`src/rtl/nand_ecc_pkg.sv`:
```
package nand_ecc_pkg;

    typedef enum logic [1:0] {
        ST_IDLE  = 2'd0,
        ST_ACCUM = 2'd1,
        ST_DONE  = 2'd2
    } ecc_state_e;

    localparam int unsigned BYTE_W   = 8;
    localparam int unsigned COL_PAIRS = 3;
    localparam int unsigned COL_W    = 2 * COL_PAIRS;

    // Mask of the byte bits whose position has bit j equal to hi.
    function automatic logic [BYTE_W-1:0] col_mask(input int j, input bit hi);
        logic [BYTE_W-1:0] m;
        m = '0;
        for (int i = 0; i < BYTE_W; i++) begin
            m[i] = (((i >> j) & 1) == (hi ? 1 : 0));
        end
        return m;
    endfunction

endpackage

```
`src/rtl/nand_ecc_ctrl.sv`:
```
module nand_ecc_ctrl
    import nand_ecc_pkg::*;
#(
    parameter int unsigned IDX_W = 8
) (
    input  logic             clk,
    input  logic             rst_n,
    input  logic             start_i,
    input  logic             valid_i,
    output logic             clear_o,
    output logic             accept_o,
    output logic [IDX_W-1:0] idx_o,
    output logic             done_o
);

    localparam logic [IDX_W-1:0] LAST_IDX = '1;

    ecc_state_e       state_q, state_d;
    logic [IDX_W-1:0] cnt_q;
    logic             done_q;
    logic             last;

    // Next state and handshake decode
    always_comb begin
        clear_o  = start_i;
        accept_o = valid_i && (start_i || (state_q == ST_ACCUM));
        idx_o    = start_i ? '0 : cnt_q;
        last     = accept_o && (idx_o == LAST_IDX);
        state_d  = state_q;
        unique case (state_q)
            ST_IDLE:  if (start_i) state_d = ST_ACCUM;
            ST_ACCUM: begin
                if (last)         state_d = ST_DONE;
                else if (start_i) state_d = ST_ACCUM;
            end
            ST_DONE:  if (start_i) state_d = ST_ACCUM;
            default:  state_d = ST_IDLE;
        endcase
    end

    // State register
    always_ff @(posedge clk or negedge rst_n) begin
        if (!rst_n) state_q <= ST_IDLE;
        else        state_q <= state_d;
    end

    // Counter and done pulse
    always_ff @(posedge clk or negedge rst_n) begin
        if (!rst_n) begin
            cnt_q  <= '0;
            done_q <= 1'b0;
        end else begin
            done_q <= last;
            if (accept_o)     cnt_q <= idx_o + 1'b1;
            else if (start_i) cnt_q <= '0;
        end
    end

    assign done_o = done_q;

    AST_DONE_PULSE: assert property (@(posedge clk) disable iff (!rst_n)
        done_o |=> !done_o);
    AST_DONE_WRAP: assert property (@(posedge clk) disable iff (!rst_n)
        done_o |-> (cnt_q == '0));
    AST_COUNT_HOLD: assert property (@(posedge clk) disable iff (!rst_n)
        (!accept_o && !start_i) |=> $stable(cnt_q));

endmodule

```
`src/rtl/nand_ecc_col_acc.sv`:
```
module nand_ecc_col_acc
    import nand_ecc_pkg::*;
(
    input  logic              clk,
    input  logic              rst_n,
    input  logic              clr_i,
    input  logic              en_i,
    input  logic [BYTE_W-1:0] data_i,
    output logic [COL_W-1:0]  col_o
);

    logic [COL_W-1:0] contrib;
    logic [COL_W-1:0] col_q;

    for (genvar j = 0; j < COL_PAIRS; j++) begin : g_pair
        localparam logic [BYTE_W-1:0] HI_M = col_mask(j, 1'b1);
        localparam logic [BYTE_W-1:0] LO_M = col_mask(j, 1'b0);
        assign contrib[2*j+1] = ^(data_i & HI_M);
        assign contrib[2*j]   = ^(data_i & LO_M);
    end

    always_ff @(posedge clk or negedge rst_n) begin
        if (!rst_n) begin
            col_q <= '0;
        end else if (clr_i || en_i) begin
            col_q <= (clr_i ? '0 : col_q) ^ (en_i ? contrib : '0);
        end
    end

    assign col_o = col_q;

    AST_COL_HOLD: assert property (@(posedge clk) disable iff (!rst_n)
        (!en_i && !clr_i) |=> $stable(col_q));
    AST_COL_CLEAR: assert property (@(posedge clk) disable iff (!rst_n)
        (clr_i && !en_i) |=> (col_q == '0));

endmodule

```
`src/rtl/nand_ecc_row_acc.sv`:
```
module nand_ecc_row_acc
    import nand_ecc_pkg::*;
#(
    parameter int unsigned IDX_W = 8
) (
    input  logic              clk,
    input  logic              rst_n,
    input  logic              clr_i,
    input  logic              en_i,
    input  logic [IDX_W-1:0]  idx_i,
    input  logic [BYTE_W-1:0] data_i,
    output logic [IDX_W-1:0]  set_o,
    output logic [IDX_W-1:0]  unset_o
);

    logic             byte_par;
    logic [IDX_W-1:0] set_q, unset_q, set_d, unset_d;

    assign byte_par = ^data_i;

    for (genvar k = 0; k < IDX_W; k++) begin : g_row
        logic hit;
        assign hit        = en_i && byte_par;
        assign set_d[k]   = (clr_i ? 1'b0 : set_q[k])   ^ (hit &&  idx_i[k]);
        assign unset_d[k] = (clr_i ? 1'b0 : unset_q[k]) ^ (hit && !idx_i[k]);
    end

    always_ff @(posedge clk or negedge rst_n) begin
        if (!rst_n) begin
            set_q   <= '0;
            unset_q <= '0;
        end else begin
            set_q   <= set_d;
            unset_q <= unset_d;
        end
    end

    assign set_o   = set_q;
    assign unset_o = unset_q;

    AST_ROW_CLEAR: assert property (@(posedge clk) disable iff (!rst_n)
        (clr_i && !en_i) |=> (set_q == '0 && unset_q == '0));
    AST_ROW_HOLD: assert property (@(posedge clk) disable iff (!rst_n)
        (!en_i && !clr_i) |=> ($stable(set_q) && $stable(unset_q)));

endmodule

```
`src/rtl/nand_ecc_gen.sv`:
```
module nand_ecc_gen
    import nand_ecc_pkg::*;
#(
    parameter int unsigned IDX_W = 8,
    localparam int unsigned ROW_W = 2 * IDX_W,
    localparam int unsigned ECC_W = ROW_W + 2 + COL_W
) (
    input  logic              clk,
    input  logic              rst_n,
    input  logic              start_i,
    input  logic              valid_i,
    input  logic [BYTE_W-1:0] data_i,
    output logic              done_o,
    output logic [ECC_W-1:0]  ecc_o
);

    logic             clear, accept;
    logic [IDX_W-1:0] idx;
    logic [COL_W-1:0] col;
    logic [IDX_W-1:0] row_set, row_unset;
    logic [ROW_W-1:0] row;

    nand_ecc_ctrl #(.IDX_W(IDX_W)) u_ctrl (
        .clk      (clk),
        .rst_n    (rst_n),
        .start_i  (start_i),
        .valid_i  (valid_i),
        .clear_o  (clear),
        .accept_o (accept),
        .idx_o    (idx),
        .done_o   (done_o)
    );

    nand_ecc_col_acc u_col (
        .clk    (clk),
        .rst_n  (rst_n),
        .clr_i  (clear),
        .en_i   (accept),
        .data_i (data_i),
        .col_o  (col)
    );

    nand_ecc_row_acc #(.IDX_W(IDX_W)) u_row (
        .clk     (clk),
        .rst_n   (rst_n),
        .clr_i   (clear),
        .en_i    (accept),
        .idx_i   (idx),
        .data_i  (data_i),
        .set_o   (row_set),
        .unset_o (row_unset)
    );

    for (genvar k = 0; k < IDX_W; k++) begin : g_pack
        assign row[2*k+1] = row_set[k];
        assign row[2*k]   = row_unset[k];
    end

    assign ecc_o = {col, 2'b11, row};

    // Every complementary pair XORs to the total parity of the chunk.
    logic [IDX_W+COL_PAIRS-1:0] pair_x;
    for (genvar p = 0; p < IDX_W + COL_PAIRS; p++) begin : g_px
        if (p < IDX_W) begin : g_r
            assign pair_x[p] = row_set[p] ^ row_unset[p];
        end else begin : g_c
            assign pair_x[p] = col[2*(p-IDX_W)+1] ^ col[2*(p-IDX_W)];
        end
    end

    AST_PAIR_AGREE: assert property (@(posedge clk) disable iff (!rst_n)
        (pair_x == '0) || (&pair_x));
    AST_HOLD_DONE: assert property (@(posedge clk) disable iff (!rst_n)
        (done_o && !start_i) |=> $stable(ecc_o));

endmodule

```
`config.mk`:
```
export PLATFORM = sky130hd
export DESIGN_NAME = nand_ecc_gen
export DESIGN_NICKNAME = d
export VERILOG_FILES = /design/src/rtl/nand_ecc_pkg.sv /design/src/rtl/nand_ecc_ctrl.sv /design/src/rtl/nand_ecc_col_acc.sv /design/src/rtl/nand_ecc_row_acc.sv /design/src/rtl/nand_ecc_gen.sv
export SDC_FILE = /design/constraint.sdc
export NUM_CORES = 1
export LEC_CHECK = 0
export ABC_AREA = 1
export BUFFER_PORTS_ARGS = -buffer_cell sky130_fd_sc_hd__buf_2
export CORE_AREA = 10 10 70 72
export DETAILED_ROUTE_END_ITERATION = 6
export DIE_AREA = 0 0 80 82
export PLACE_DENSITY_LB_ADDON = 0.1
export SETUP_SLACK_MARGIN = 0.15
export SLEW_MARGIN = 20
export SYNTH_ARGS = -nofsm -noshare
export SYNTH_HDL_FRONTEND = slang
export SYNTH_SLANG_ARGS = --single-unit
```
`constraint.sdc`:
```
create_clock -name clk -period 2.9 [get_ports clk]
set_clock_uncertainty 0.05 [all_clocks]
set_input_delay 0.58 -clock clk [delete_from_list [all_inputs] [get_ports clk]]
set_output_delay 0.58 -clock clk [all_outputs]
set_load 0.02 [all_outputs]
```
==> results.sh, run 1 <==
export IMPL_design_core_area_um2=3580
export IMPL_r2r_start="u_ctrl.state_q[1]"
export IMPL_cts_max_path_buffers=2
export IMPL_die_height_um=82
export IMPL_timing_final_crit_share_pct=61.8
export IMPL_dieArea_um2=6560
export IMPL_io_buffer_count=34
export IMPL_route_vias_total=1742
export IMPL_drive_above_1_share_pct=16.7
export IMPL_finalInstanceArea_um2=2220
export IMPL_rsz0062_at_grt="no"
export IMPL_clk_transition_reported_paths_ns=0.10
export IMPL_worstSetupStartpointType="input pin"
export IMPL_ios=37
export IMPL_timing_max_slew_rel_slack_pct=51.0
export IMPL_synth_seq_area_share_pct=41.3
export IMPL_cts_buffers=5
export IMPL_initial_detailed_routing_violation_count=79
export IMPL_detailed_place_area_um2=2170
export IMPL_netlist_area_leader_share_pct=41.3
export IMPL_timing_final_hold_violations=0
export IMPL_leakage_nw=1.32
export IMPL_pin_count_of_the_biggest_net_entering_global_routing=34
export IMPL_area_growth_syn_to_layout_pct=11.3
export IMPL_setup_reg_to_reg_worst_slack_ns=1.21
export IMPL_initial_core_util_pct=55.9
export IMPL_post_cts_setup_buffers=0
export IMPL_first_global_vias=1720
export IMPL_power_density_nw_per_um2=584
export IMPL_worst_hold_path_type="input pin to asynchronous set/reset pin"
export IMPL_ys_flop_type="dfrtp_1"
export IMPL_row_count=22
export IMPL_postSynthCellCount=278
export IMPL_detail_route_wl_per_cell_um=11.6
export IMPL_cap_violations=0
export IMPL_routed_wl_um=4170
export IMPL_syn_avg_cell_area_um2=7.19
export IMPL_grt_antenna_before_repair=0
export IMPL_fin_nets=324
export IMPL_ys_top_cells_by_area="dfrtp_1 41%, nand2_1 21%, inv_1 7.7%"
export IMPL_max_slew_worst_pin_slew_ns=0.736
export IMPL_hold_buffers=0
export IMPL_worst_r2r_path_depth=8
export IMPL_overall_power_after_layout_w=0.00130
export IMPL_place_congestion=0.735
export IMPL_ant_nets=0
export IMPL_synth_async_sr_flop_share_pct=100
export IMPL_ir_worst_vdd_mv=0.272
export IMPL_grt_use_total_pct=13.9
export IMPL_outcome="finished clean"
export IMPL_tritoncts="done"
export IMPL_r2r_end="u_row.unset_o[3]"
export IMPL_fillers=358
export IMPL_post_synth_edffs=0
export IMPL_post_cts_resize_count=0
export IMPL_arrival_ns=1.98
export IMPL_crit_required_ns=3.08
export IMPL_detailedPlacementHpwl_um=3100
export IMPL_setup_viol=0
export IMPL_synth_seq_cells=33
export IMPL_tritonroute_pass_1_iters=4
export IMPL_worstSkewPairLatency_ns=0.33
export IMPL_total_clock_sinks=33
export IMPL_critical_path_class="input pin to flip-flop"
export IMPL_chipWidth_um=80
export IMPL_tns_ns=0
export IMPL_synth_distinct_cells=26
export IMPL_detail_route_vias_per_cell=4.85
export IMPL_remaining_drc_errors=0
export IMPL_htree_num_levels=2
export IMPL_top_fanout_value_on_the_critical_path=19
export IMPL_grt_pass1_wl_um=7360
export IMPL_ctsRootBufferMaster="clkbuf_4"
export IMPL_yosysTopAreaCell="dfrtp_1"
export IMPL_final_max_slew_viol_count=0
export IMPL_worstSetupEndpointType="flip-flop"
export IMPL_fmaxAchievable_ghz=0.558
export IMPL_insertedDiodeCount=0
export IMPL_grt_overflow_total=0
export IMPL_synth_warnings=0
export IMPL_post_route_min_period_ns=1.79
export IMPL_synth_area_um2=2000
through the flow:
step / instances / setup slack (ns) / hold WS, ns / util [%]
2_1_floorplan: 279 / 1.20 / 0.234 / -
3_3_place_gp: 352 / 0.786 / 0.422 / 60.6
3_5_place_dp: 352 / 0.731 / 0.417 / 60.6
4_1_cts: 359 / 1.10 / 0.272 / 62.2
5_1_grt: 359 / 0.905 / 0.297 / 62.2
6_report: 359 / 1.11 / 0.252 / 62.2
report_power, final:
part	internal [W]	switching (W)	leakage, nW
logic	0.000146	0.000308	0.853
registers	0.000542	0.0000405	0.437
clock network	0.000114	0.000148	0.0314
placed cells by master, fill, tap and decap left out, types with 2 or more instances in the layout:
master,synthesis,final
a21oi_1,2,2
buf_2,3,34
buf_4,3,2
clkbuf_4,0,5
conb_1,1,2
dfrtp_1,33,33
inv_1,41,41
nand2_1,110,110
nand2_2,2,2
nand3_1,19,19
nand4_1,17,17
nor2_1,12,12
nor2_2,2,2
o21ai_0,4,4
xnor2_1,6,6
xor2_1,9,9
state kept, by name, summed over array words and instances (netlist names):
signal / cells
u_col.col_o: 6
u_ctrl.cnt_q: 8
u_ctrl.done_o: 1
u_ctrl.state_q: 2
u_row.set_o: 8
u_row.unset_o: 8
per-layer routing:
| layer | wire length [um] | vias to the layer above | global-route usage [%] | share of wire, % |
|---|---|---|---|---|
| li1 | - | 919 | - | - |
| met1 | 1840 | 780 | 15.6 | 44 |
| met2 | 2000 | 36 | 23.7 | 48 |
| met3 | 250 | 7 | 4.26 | 6.0 |
| met4 | 79 | 0 | 6.51 | 1.9 |
| met5 | 0 | - | 0 | 0 |
how the worst max path moves through the flow:
stage | start | endpoint | slack (ns) | cells after the start
2_1_floorplan | start_i | u_ctrl.cnt_q[6] | 1.20 | 10
3_3_place_gp | start_i | u_ctrl.cnt_q[6] | 0.79 | 10
3_5_place_dp | start_i | u_ctrl.cnt_q[6] | 0.73 | 10
4_1_cts | start_i | u_ctrl.cnt_q[6] | 1.10 | 10
5_1_grt | start_i | u_ctrl.cnt_q[6] | 0.90 | 10
6_report | start_i | u_ctrl.cnt_q[6] | 1.11 | 10
area by class of cell:
class | count | area (um^2) | area share [%]
flip-flops and latches | 33 | 826 | 37.1
clock buffers | 7 | 55.1 | 2.47
well taps | 48 | 60.1 | 2.70
repair buffers | 36 | 185 | 8.32
multi-input cells | 193 | 941 | 42.3
inverters | 42 | 158 | 7.09
synth_stat cells (all sizes together), types with 2 or more instances:
cell	number
inv	42
dfrtp	33
o21ai	4
a21oi	2
nand4	17
nand2	113
clkbuf	2
nor3	2
xnor2	6
nand3	20
nor2	14
xor2	9
buf	9
critical path, cell delays in order:
cell	delay [ns]
buf_2	0.14
inv_2	0.28
nand2_2	0.16
inv_1	0.13
ha_1	0.17
nand2_1	0.09
nor2_2	0.18
nand3_1	0.11
nand2_1	0.08
nand2_1	0.04
kinds of logic after synthesis:
family | after synthesis | synth area share (%)
buffers and inverters | 53 | 11.8
AND/OR/NAND/NOR | 167 | 36.7
other | 1 | 0.188
AO/OA/AOI/OAI | 8 | 2.75
adder cells (fa/ha/maj) | 1 | 0.626
XOR/XNOR | 15 | 6.57
flip-flops | 33 | 41.3
Power figures use the tool's default switching activity.
==> run 2, diff against run 1 <==
--- a/config.mk
+++ b/config.mk
@@ -5,11 +5,11 @@
 export SDC_FILE = /design/constraint.sdc
 export NUM_CORES = 1
 export LEC_CHECK = 0
-export ABC_AREA = 1
+export ABC_AREA = 0
 export BUFFER_PORTS_ARGS = -buffer_cell sky130_fd_sc_hd__buf_2
-export CORE_AREA = 10 10 70 72
+export CORE_AREA = 10 10 67 69
 export DETAILED_ROUTE_END_ITERATION = 6
-export DIE_AREA = 0 0 80 82
+export DIE_AREA = 0 0 77 79
 export PLACE_DENSITY_LB_ADDON = 0.1
 export SETUP_SLACK_MARGIN = 0.15
 export SLEW_MARGIN = 20
==> constraint.sdc (replaced) <==
create_clock -name clk -period 1.7 [get_ports clk]
set_clock_uncertainty 0.05 [all_clocks]
set_input_delay 0.34 -clock clk [delete_from_list [all_inputs] [get_ports clk]]
set_output_delay 0.34 -clock clk [all_outputs]
set_load 0.02 [all_outputs]
==> results.sh, run 2 <==
export IMPL_clk_transition_reported_paths_ns=0.10
export IMPL_crit_slowest_cell="dfrtp_1"
export IMPL_synth_seq_area_share_pct=50.0
export IMPL_die_height_um=79
export IMPL_yosysTopAreaCell="dfrtp_1"
export IMPL_power_density_nw_per_um2=1080
export IMPL_ys_top_cells_by_area="dfrtp_1 50%, xnor2_1 14%, o311ai_0 6.4%"
export IMPL_critPathBufInv=1
export IMPL_place_congestion=0.834
export IMPL_critical_path_class="flip-flop to flip-flop"
export IMPL_rsz0062_at_grt="yes"
export IMPL_synth_distinct_cells=27
export IMPL_worst_hold_path_type="input pin to asynchronous set/reset pin"
export IMPL_most_common_library_cell_in_the_layout_ignoring_fill_and_taps="buf_2"
export IMPL_grt_antenna_before_repair=0
export IMPL_synth_warnings=0
export IMPL_remaining_drc_errors=0
export IMPL_overall_power_after_layout_w=0.00253
export IMPL_row_count=21
export IMPL_setup_reg_to_reg_worst_slack_ns=0.16
export IMPL_grt_overflow_total=0
export IMPL_fin_nets=244
export IMPL_cts_max_path_buffers=2
export IMPL_io_buffer_count=34
export IMPL_detail_route_vias_per_cell=5.21
export IMPL_tritonroute_pass_1_iters=4
export IMPL_most_common_layout_cells="34 x buf_2, 33 x dfrtp_1, 24 x buf_4, 21 x nand2_1, 19 x xnor2_1"
export IMPL_ctsRootBufferMaster="clkbuf_4"
export IMPL_insertedDiodeCount=0
export IMPL_postSynthCellCount=168
export IMPL_fmaxAchievable_ghz=0.647
export IMPL_detailedPlacementHpwl_um=2950
export IMPL_path_delay_family="simple AND/OR/NAND/NOR gates"
export IMPL_ant_nets=0
export IMPL_detail_route_wl_per_cell_um=14.8
export IMPL_arrival_ns=1.76
export IMPL_ys_flop_type="dfrtp_1"
export IMPL_ios=37
export IMPL_grt_use_total_pct=14.0
export IMPL_pin_count_of_the_biggest_net_entering_global_routing=34
export IMPL_clock_power_share_pct=24.5
export IMPL_crit_path_max_incr_delay_ns=0.41
export IMPL_power_frac_seq_pct=40.3
export IMPL_leakage_nw=1.08
export IMPL_synth_seq_cells=33
export IMPL_cap_violations=0
export IMPL_swShare_pct=34.6
export IMPL_p_sw_w=0.000875
export IMPL_crit_required_ns=1.92
export IMPL_synth_area_um2=1650
export IMPL_ir_worst_vdd_mv=0.616
export IMPL_netlist_area_leader_share_pct=50.0
export IMPL_synth_async_sr_flop_share_pct=100
export IMPL_setup_viol=0
export IMPL_cp_cell_sequence="nand2b_4 -> a21boi_4 -> buf_6 -> nand2_1 -> or3_1 -> a21oi_1"
export IMPL_post_synth_edffs=0
export IMPL_utilization_pct=72.5
export IMPL_timing_final_crit_share_pct=90.9
export IMPL_post_route_min_period_ns=1.54
export IMPL_dieArea_um2=6080
export IMPL_design_core_area_um2=3230
export IMPL_chipWidth_um=77
export IMPL_pwr_share_comb_pct=35.2
export IMPL_power_report_internal_total_w=0.00165
export IMPL_cts_buffers=5
export IMPL_outcome="finished clean"
export IMPL_first_global_vias=1557
export IMPL_post_synth_top_count_cell="dfrtp_1"
export IMPL_htree_num_levels=2
export IMPL_synthTopCellsByCount="33 x dfrtp_1, 27 x xnor2_1, 23 x nand2_1"
export IMPL_initial_core_util_pct=51.1
export IMPL_worstSetupStartpointType="flip-flop"
export IMPL_timing_final_hold_violations=0
export IMPL_worstSkewPairLatency_ns=0.34
export IMPL_total_clock_sinks=33
export IMPL_final_max_slew_viol_count=0
export IMPL_grt_pass1_wl_um=6940
export IMPL_drive_above_1_share_pct=37.9
export IMPL_tns_ns=0
export IMPL_top_fanout_value_on_the_critical_path=5
export IMPL_worstSetupEndpointType="flip-flop"
export IMPL_initial_detailed_routing_violation_count=116
export IMPL_syn_avg_cell_area_um2=9.82
export IMPL_tritoncts="done"
export IMPL_route_vias_total=1449
export IMPL_routed_wl_um=4130
export IMPL_area_growth_syn_to_layout_pct=42.0
-- run 2: changes by cell type after synthesis, moves of 4 or more --
cell      previous run  this run
a21oi_1              2         9
o311ai_0             0        12
nand4_1             17         0
xnor2_1              6        27
nand3_1             19         5
o21ai_0              4         8
xor2_1               9         4
or3_1                0         8
inv_1               41         2
clkbuf_1             2         6
nand2_1            110        23
-- run 2: power by group through the flow --
| stage | Clock [W] | Combinational, W | Sequential (W) |
|---|---|---|---|
| final | 0.000619 | 0.000890 | 0.00102 |
| after global routing | 0.000662 | 0.000962 | 0.00104 |
| after CTS | 0.000642 | 0.000883 | 0.00102 |
| after detailed placement | 0 | 0.000866 | 0.00103 |
| after global placement | 0 | 0.000849 | 0.00102 |
| after floorplan | 0 | 0.000387 | 0.00119 |
-- run 2: metal layers --
| layer | global-route usage, % | vias up | wire length, um | share of wire (%) |
|---|---|---|---|---|
| met2 | 25.9 | 26 | 2110 | 51 |
| met3 | 5.41 | 7 | 208 | 5.0 |
| li1 | - | 702 | - | - |
| met4 | 4.93 | 0 | 63 | 1.5 |
| met5 | 0 | - | 0 | 0 |
| met1 | 14.0 | 714 | 1740 | 42 |
-- run 2: cell families after synthesis --
family / after synthesis / share of synthesized area, %
adders and majority gates: 1 / 0.758
AOI/OAI and AO/OA: 33 / 13.3
other: 1 / 0.227
xor gates and xnor gates: 31 / 16.5
and+or+nand+nor: 57 / 15.9
buffers and inverters: 12 / 3.26
DFF: 33 / 50.0
-- run 2: final cells by class --
class / count / area [um^2]
inverters: 3 / 11.3
clock inverters: 1 / 30.0
well taps: 46 / 57.6
fillers: 244 / 888
multi-input cells: 124 / 930
flip-flops and latches: 33 / 826
clock buffers: 7 / 55.1
repair buffers: 64 / 434
-- run 2: repair_timing --
| action | 4_1_cts | 5_1_grt |
|---|---|---|
| pin swaps | 4 | 3 |
| gates cloned | 1 | 0 |
| endpoints found under the hold margin | 33 | 0 |
| setup endpoints to repair | 8 | 19 |
| hold buffers | 1 | 0 |
| resized for setup | 3 | 9 |
| buffers inserted | 4 | 3 |
-- run 2: worst min-delay path, stage by stage --
cell,delay (ns)
dlygate4sd3_1,0.52
buf_2,0.12
buf_12,0.20
-- run 2: worst paths after layout --
| path | cells after the start | to | from |
|---|---|---|---|
| min reg2reg | 1 | u_row.unset_o[7] | u_row.unset_o[7] |
| max reg2reg | 6 | u_row.set_o[1] | u_ctrl.state_q[1] |
| max in group asynchronous | 3 | u_col.col_o[2] | rst_n |
| min in group clk | 5 | u_ctrl.cnt_q[1] | start_i |
| min | 3 | u_row.unset_o[3] | rst_n |
| max | 6 | u_row.set_o[1] | u_ctrl.state_q[1] |
-- run 2: per-stage QoR --
stage | std cells | hold WS (ns) | instance area [um^2] | setup WS (ns)
finish | 278 | 0.431 | 2340 | 0.155
global route | 278 | 0.439 | 2340 | 0.0238
CTS | 275 | 0.406 | 2280 | 0.145
detailed placement | 261 | 0.263 | 2140 | -0.186
global placement | 261 | 0.258 | 2140 | -0.0804
floorplan | 169 | -0.00559 | 1810 | 0.0506
